<file path="src/rtl/fq_pkg.sv">
package fq_pkg;
  typedef enum logic [1:0] {
    WIN_IDLE  = 2'd0,
    WIN_BLANK = 2'd1,
    WIN_WATCH = 2'd2
  } win_state_t;
endpackage

</file>
<file path="src/rtl/fq_edge.sv">
module fq_edge (
  input  logic clk,
  input  logic rst,
  input  logic drv_i,
  output logic rise_o,
  output logic fall_o
);
  logic drv_q;

  always_ff @(posedge clk) begin
    if (rst) drv_q <= 1'b0;
    else     drv_q <= drv_i;
  end

  assign rise_o = drv_i & ~drv_q;
  assign fall_o = ~drv_i & drv_q;
endmodule

</file>
<file path="src/rtl/fq_window.sv">
module fq_window
  import fq_pkg::*;
#(
  parameter int BLANK_CYC    = 100,
  parameter int MIN_HIGH_CYC = 60
) (
  input  logic clk,
  input  logic rst,
  input  logic rise_i,
  input  logic fall_i,
  input  logic cmp_i,
  output logic seen_o
);
  localparam int BW = $clog2(BLANK_CYC + 1);
  localparam int HW = $clog2(MIN_HIGH_CYC + 1);

  win_state_t    st;
  logic [BW-1:0] blank_cnt;
  logic [HW-1:0] hi_cnt;
  logic          seen_q;

  always_ff @(posedge clk) begin
    if (rst) begin
      st        <= WIN_IDLE;
      blank_cnt <= '0;
      hi_cnt    <= '0;
      seen_q    <= 1'b0;
    end else if (rise_i) begin
      st     <= WIN_IDLE;
      hi_cnt <= '0;
      seen_q <= 1'b0;
    end else if (fall_i) begin
      st        <= WIN_BLANK;
      blank_cnt <= '0;
      hi_cnt    <= '0;
    end else begin
      case (st)
        WIN_BLANK: begin
          if (blank_cnt == BW'(BLANK_CYC - 1)) begin
            st     <= WIN_WATCH;
            hi_cnt <= '0;
          end else begin
            blank_cnt <= blank_cnt + 1'b1;
          end
        end
        WIN_WATCH: begin
          if (cmp_i) begin
            if (hi_cnt == HW'(MIN_HIGH_CYC - 1)) seen_q <= 1'b1;
            else                                 hi_cnt <= hi_cnt + 1'b1;
          end else begin
            hi_cnt <= '0;
          end
        end
        default: ;
      endcase
    end
  end

  assign seen_o = seen_q;

  AST_ONE_EVENT_PER_CYCLE: assert property (@(posedge clk) disable iff (rst)
    (seen_q && !rise_i) |=> seen_q);
  AST_EVENT_NEEDS_CMP: assert property (@(posedge clk) disable iff (rst)
    $rose(seen_q) |-> $past(cmp_i));
endmodule

</file>
<file path="src/rtl/fq_run.sv">
module fq_run #(
  parameter int RUN_LEN = 4,
  localparam int RW = $clog2(RUN_LEN + 1)
) (
  input  logic          clk,
  input  logic          rst,
  input  logic          clr_i,
  input  logic          rise_i,
  input  logic          seen_i,
  output logic [RW-1:0] run_o,
  output logic          fault_o
);
  logic [RW-1:0] run_q;
  logic [RW-1:0] run_nxt;
  logic          fault_q;

  always_comb begin
    if (!seen_i)                   run_nxt = '0;
    else if (run_q == RW'(RUN_LEN)) run_nxt = run_q;
    else                           run_nxt = run_q + 1'b1;
  end

  always_ff @(posedge clk) begin
    if (rst || clr_i) begin
      run_q   <= '0;
      fault_q <= 1'b0;
    end else if (rise_i) begin
      run_q <= run_nxt;
      if (run_nxt == RW'(RUN_LEN)) fault_q <= 1'b1;
    end
  end

  assign run_o   = run_q;
  assign fault_o = fault_q;

  AST_RUN_STEP: assert property (@(posedge clk) disable iff (rst)
    (run_q != $past(run_q)) |-> (run_q == '0 || run_q == $past(run_q) + 1'b1));
  AST_RUN_BOUND: assert property (@(posedge clk) disable iff (rst)
    run_q <= RW'(RUN_LEN));
  AST_FAULT_STICKY: assert property (@(posedge clk) disable iff (rst)
    (fault_q && !clr_i) |=> fault_q);
  AST_FAULT_NEEDS_RUN: assert property (@(posedge clk) disable iff (rst)
    $rose(fault_q) |-> (run_q == RW'(RUN_LEN)));
endmodule

</file>
<file path="src/rtl/fault_qualifier.sv">
module fault_qualifier #(
  parameter int BLANK_CYC    = 100,
  parameter int MIN_HIGH_CYC = 60,
  parameter int RUN_LEN      = 4,
  localparam int RW = $clog2(RUN_LEN + 1)
) (
  input  logic          clk,
  input  logic          rst,
  input  logic          drv,
  input  logic          cmp_high,
  input  logic          clr_fault,
  output logic          fault_confirmed,
  output logic [RW-1:0] event_count
);
  logic rise, fall, seen;

  fq_edge u_edge (
    .clk(clk), .rst(rst), .drv_i(drv), .rise_o(rise), .fall_o(fall)
  );

  fq_window #(.BLANK_CYC(BLANK_CYC), .MIN_HIGH_CYC(MIN_HIGH_CYC)) u_window (
    .clk(clk), .rst(rst), .rise_i(rise), .fall_i(fall), .cmp_i(cmp_high),
    .seen_o(seen)
  );

  fq_run #(.RUN_LEN(RUN_LEN)) u_run (
    .clk(clk), .rst(rst), .clr_i(clr_fault), .rise_i(rise), .seen_i(seen),
    .run_o(event_count), .fault_o(fault_confirmed)
  );
endmodule

</file>
<file path="config.mk">
export PLATFORM = sky130hd
export DESIGN_NAME = fault_qualifier
export DESIGN_NICKNAME = d
export VERILOG_FILES = /design/src/rtl/fq_pkg.sv /design/src/rtl/fq_edge.sv /design/src/rtl/fq_window.sv /design/src/rtl/fq_run.sv /design/src/rtl/fault_qualifier.sv
export SDC_FILE = /design/constraint.sdc
export NUM_CORES = 1
export LEC_CHECK = 0
export BUFFER_PORTS_ARGS = -buffer_cell sky130_fd_sc_hd__buf_2
export CAP_MARGIN = 20
export CELL_PAD_IN_SITES_DETAIL_PLACEMENT = 1
export CELL_PAD_IN_SITES_GLOBAL_PLACEMENT = 1
export CORE_ASPECT_RATIO = 0.75
export CORE_MARGIN = 8
export CORE_UTILIZATION = 50
export CTS_BUF_LIST = sky130_fd_sc_hd__clkbuf_8
export DETAILED_ROUTE_END_ITERATION = 7
export PLACE_DENSITY_LB_ADDON = 0.15
export SLEW_MARGIN = 0
export SYNTH_ARGS = -nofsm -noshare
export SYNTH_HDL_FRONTEND = slang
export SYNTH_SLANG_ARGS = --single-unit
</file>
<file path="constraint.sdc">
create_clock -name clk -period 5.1 [get_ports clk]
set_input_delay 1.53 -clock clk [delete_from_list [all_inputs] [get_ports clk]]
set_output_delay 1.53 -clock clk [all_outputs]
set_load 0.05 [all_outputs]
</file>
# Word level (Yosys, flattened, before mapping)
# Cells that the tools add are included.
[classes] add_sub_neg=3 n_eq_ne=9 mux=12 bitwise_logic=6 n_reduce_logical=12
[op_table] op="$mux 7" n=3
[op_table] op="$mux 6" n=3
[op_table] op="$pmux 6 s2" n=1
[op_table] op="$add 7x1->7 const B" n=1
[op_table] op="$eq 7x7->1 const B" n=1
[op_table] op="$add 6x1->6 const B" n=1
[op_table] op="$eq 3x3->1 const B" n=2
[op_table] op="$eq 6x6->1 const B" n=1
[op_table] op="$mux 3" n=2
[op_table] op="$reduce_and 2->1" n=3
[op_table] op="$reduce_and 3->1" n=2
[op_table] op="$reduce_bool 2->1" n=3
[op_table] op="$not 1->1" n=4
[op_table] op="$reduce_and 4->1" n=1
[op_table] op="$add 3x1->3 const B" n=1
[op_table] op="$mux 1" n=3
[op_table] op="$ne 3x3->1 const B" n=1
[op_table] op="$reduce_or 3->1" n=1
[op_table] op="$and 1x1->1" n=2
[op_table] op="$eq 2x1->1 const B" n=1
[op_table] op="$eq 2x2->1 const B" n=1
[op_table] op="$ne 2x1->1 const B" n=1
[op_table] op="$ne 2x2->1 const B" n=1
[op_table] op="$reduce_or 2->1" n=1
[op_table] op="$logic_or 1x1->1" n=1
[word_totals] regBits=21 input_bits=5 wordCells=50

# Logic depth before layout (Yosys ltp)
[logic_depth] ltp_word=5 mapped_depth=6 depth_no_buf=6

# Cells and area by module
# A second synthesis with hierarchy kept.
[hier_totals] cells_unflattened=145 hier_area_um2=1192.4
[modules_own_cells] mod="fq_window" instances=1 cells_per_inst=115 area_per_inst_um2=915.9 seq_area_each_um2=320.3
[modules_own_cells] mod="fq_run" instances=1 cells_per_inst=26 area_per_inst_um2=237.7 seq_area_each_um2=80.1
[modules_own_cells] mod="fq_edge" instances=1 cells_per_inst=4 area_per_inst_um2=38.8 seq_area_each_um2=20.0

# Worst setup path after synthesis
# OpenSTA, ideal clock, no wires.
[synth_path] path_kind="in2reg" from="in drv" to="reg u_window.hi_cnt[0]" setup_ns=0.075 arrival_time_ns=2.720 required_ns=5.025 setup_slack_ns=2.305 cell_stages=5 path_buffers=1 cell_sequence="nor2b_1 > buf_6 > or3_4 > or4_1 > o21ai_0"
[synth_between] elab_chain_cells=3 word_cells_on_any_way=4
[synth_rtl] item="from (decl)" line="fault_qualifier.sv:9" source="input logic drv,"
[synth_rtl] item="$not 1->1" line="fq_edge.sv:16" source="assign fall_o = ~drv_i & drv_q;"
[synth_rtl] item="$and 1x1->1" line="fq_edge.sv:16"
[synth_rtl] item="$reduce_or 3->1 (no source line) (*)"
[synth_rtl] item="to (signal assigned)" line="fq_window.sv:49" source="else hi_cnt <= hi_cnt + 1'b1;"
[synth_rtl] item="to (decl)" line="fq_window.sv:19" source="logic [HW-1:0] hi_cnt;"
# Every way passes the cells marked *; elsewhere a longest branch is shown, timed or not.
# A chain may end at the register's enable or synchronous reset.

# Worst setup path after layout
[layout_path] from="in drv" to="reg u_window.blank_cnt[6]"
[layout_between] elab_chain_cells=4 word_cells_on_any_way=8
[layout_rtl] item="$not 1->1" line="fq_edge.sv:16"
[layout_rtl] item="$and 1x1->1" line="fq_edge.sv:16"
[layout_rtl] item="$ne 2x2->1 (no source line) or $reduce_bool 2->1 (tied branches)"
[layout_rtl] item="$reduce_and 3->1 (no source line)"
[layout_rtl] item="to (signal assigned)" line="fq_window.sv:43" source="blank_cnt <= blank_cnt + 1'b1;"
[layout_rtl] item="to (decl)" line="fq_window.sv:18" source="logic [BW-1:0] blank_cnt;"
# Parallel ways exist; a longest one is shown, timed or not.

==> impl_results.md <==
- Number of design rule violations left after detail routing: 0
- H-tree levels: 1
- Post-CTS setup buffer count: 0
- Startpoint of the tightest hold check path: u_run.fault_o
- # IOs: 9
- Count of hold buffers inserted by post-cts repair: 0
- Max rail drop VDD: about 0.17 mV
- Clock latency on the worst-skew pair: ~0.26 ns
- Min Hold Slack: about 0.47 ns
- Leading register cell type out of synthesis: dfxtp_1
- Post-synthesis sequential element count: 21
- Die area: 0.00408 mm2
- Count of different cell masters after synthesis: 41
- Total gr overflow: 0
- Clock tree from TritonCTS: done
- Die boundary width: about 71 um
- Ys Warns: 0
- Total placed instance area: 0.00119 mm2
- Max Root-Sink Buffers: 2
- Unrepaired setup endpoints after global routing: no
- CP Capture Type: flip-flop
- Top area cells in the synthesized netlist: dfxtp_1 (37%), o21ai_0 (4.8%), ha_1 (4.4%)
- Area used by sequential logic in the layout: 420 um2
- Clock slew at reported path FFs: 0.08 ns
- Data required time at the worst endpoint: between 5 and 6 ns
- Number of nets in the synthesized netlist: between 100 and 150
- Synth Cell Area: 0.00114 mm2
- Post-route fraction of the period consumed by the critical path: 0.544
- Fraction of post-synthesis cell area in the top cell type by area: 0.369
- Number of maximum-capacitance violations: 0
- Max FO, Critical Path: 12
- Source of the critical timing path: drv
- Vias in the first global route: a little over 1000
- Routed via count divided by cell count: about 6.0
- Data arrival time of the critical path: 2.97 ns
- Number of flops mapped to enable cells by yosys: 0
- Leak Pwr: approximately 0.4 nW
- Worst Path Class, Setup: input pin to flip-flop
- Final Hold Violating Endpoints: 0
- Total power divided by cell area: between 200 and 250 mW/mm2
- Antenna Violating Nets Remaining: 0
- Period minus WS final: approximately 2.8 ns
- Library cell with the highest instance count after synthesis: dfxtp_1
- Effective utilization at floorplan: 0.510
- Final Setup Violations: 0
- Count of standard-cell rows: 15
- CP startpoint kind: input pin
- Post-synthesis sequential area ratio: 0.369
- Number of pins exceeding their max-slew limit in the final report: 0
- Number of search-and-repair iterations in the first detailed-routing pass: 4
- Share of synthesized flip-flops with an asynchronous set or reset: 0
- Antenna violations before repair: 0
- Synthesized instance count: approximately 130
- Avg Inst Size Synth: ~8.5 um2
- Maximum clock skew at final layout: roughly 0.0084 ns
- Resize count post-CTS: 0
- Starting DRT DRC Count: 58
- Worst slew margin: 0.431
- Buffers added on ports: 8
- Multi-input logic area: 669 um2
- List of most frequent post-synthesis cells: dfxtp_1 (21), nand2_1 (13), o21ai_0 (11)
- Dominant cell type by area after synthesis: dfxtp_1
- Fraction of layout cells with a size suffix above 1: 0.162
- Number of fillers in the final layout: ~280
- Cts bufs inserted: 3
- Antenna diode instance count: 0
- Transition at the pin with the smallest max-transition slack: ~0.85 ns
- Clk sink count: 21
- Maximum number of pins on one net before global-route repair: 13
- Result of the run: complete, no violations
- Std-Cell Core Area: ~0.0022 mm2
- Total half-perimeter wirelength after legalization and detailed placement: between 2000 and 2500 um
- Routed WL: around 2800 um
- Classification of the worst-slack hold path: flip-flop to flip-flop
- DIE HEIGHT: between 50 and 60 um
- WL/cell: approximately 17 um
- Vias after detailed routing: 1007
- Number of placed instances with taps included: 163
- Nets: roughly 150
- Post-layout instance area: about 0.0012 mm2
- Routability Congestion: just under 0.8
- Global-route usage over all layers: 0.145
- Setup TNS: 0 ns
- Area delta synth->final: 8.35%
- Root buf cell: clkbuf_8
- Startpoint of the lowest-slack register-to-register path: u_window.blank_cnt[0]
- Final instance count without filler cells: between 150 and 200
- FMAX: approximately 0.36 GHz
- Post-route core utilization: 0.552
- Global-route wire length before repair: between 4000 and 5000 um
final cells by class:
| class | instances | share of cell area |
|---|---|---|
| clock buffer | 3 | 0.0335 |
| tap | 25 | 0.0254 |
| clock inverter | 1 | 0.00406 |
| multi-input combinational | 102 | 0.543 |
| inverter | 7 | 0.0213 |
| sequential | 21 | 0.341 |
| timing repair buffer | 8 | 0.0325 |
kinds of logic (layout without fill, tap and decap cells):
kind of cell | count (synthesis) | after routing | share of synthesized area
simple gates | 58 | 58 | 0.292
compound gates | 34 | 34 | 0.200
flops | 21 | 21 | 0.369
buf+inv | 11 | 19 | 0.0429
fa+ha+maj | 4 | 4 | 0.0440
mux | 4 | 4 | 0.0363
xor+xnor | 2 | 2 | 0.0154
metrics by stage:
step                setup slack (ns)  total power [mW]
detailed placement              2.05             0.185
finish                          2.33             0.292
global placement                2.11             0.185
CTS                             2.33             0.294
floorplan                       2.31             0.181
global route                    2.26             0.303
cell usage in the layout, fill, tap and decap left out, types with 4 or more instances in the layout:
cell and instances:
a21oi_1 8, a31oi_1 6, buf_2 8, dfxtp_1 21, ha_1 4, inv_1 6, nand2_1 13, nand3_1 6
nand3b_1 4, nor2_1 10, nor2b_1 6, o21ai_0 11
path summary, 6_finish.rpt:
path / endpoint / slack, ns / cells after the start
hold / removal: u_run.fault_o / 0.47 / 2
hold reg to reg: u_run.fault_o / 0.47 / 2
setup reg to reg: u_window.hi_cnt[5] / 3.21 / 5
setup / recovery: u_window.blank_cnt[6] / 2.33 / 5
worst max-delay path, cell delays in order:
cell and delay (ns):
buf_2 0.12, nor2b_1 0.26, or4_4 0.54, or3_1 0.36, a21oi_1 0.15
flip-flops by register name (all words and copies together) (netlist names):
| name | flops |
|---|---|
| u_edge.drv_q | 1 |
| u_run.run_o | 3 |
| u_window.seen_o | 1 |
| u_window.hi_cnt | 6 |
| u_window.st | 2 |
| u_run.fault_o | 1 |
| u_window.blank_cnt | 7 |
per-layer routing:
metal | global-route usage | wire length [um] | part of all wire | vias to the layer above
met2 | 0.227 | 1250 | 0.45 | 26
met5 | 0 | 0 | 0 | -
met4 | 0.0472 | 25 | 0.0089 | 0
met3 | 0.0385 | 127 | 0.045 | 5
li1 | - | - | - | 503
met1 | 0.189 | 1400 | 0.50 | 473
report_power, final:
group,switching [mW],internal (mW)
registers,0.00117,0.165
clock network,0.0558,0.0544
logic,0.00996,0.00576
total,0.0669,0.225
Power figures use the tool's default switching activity.
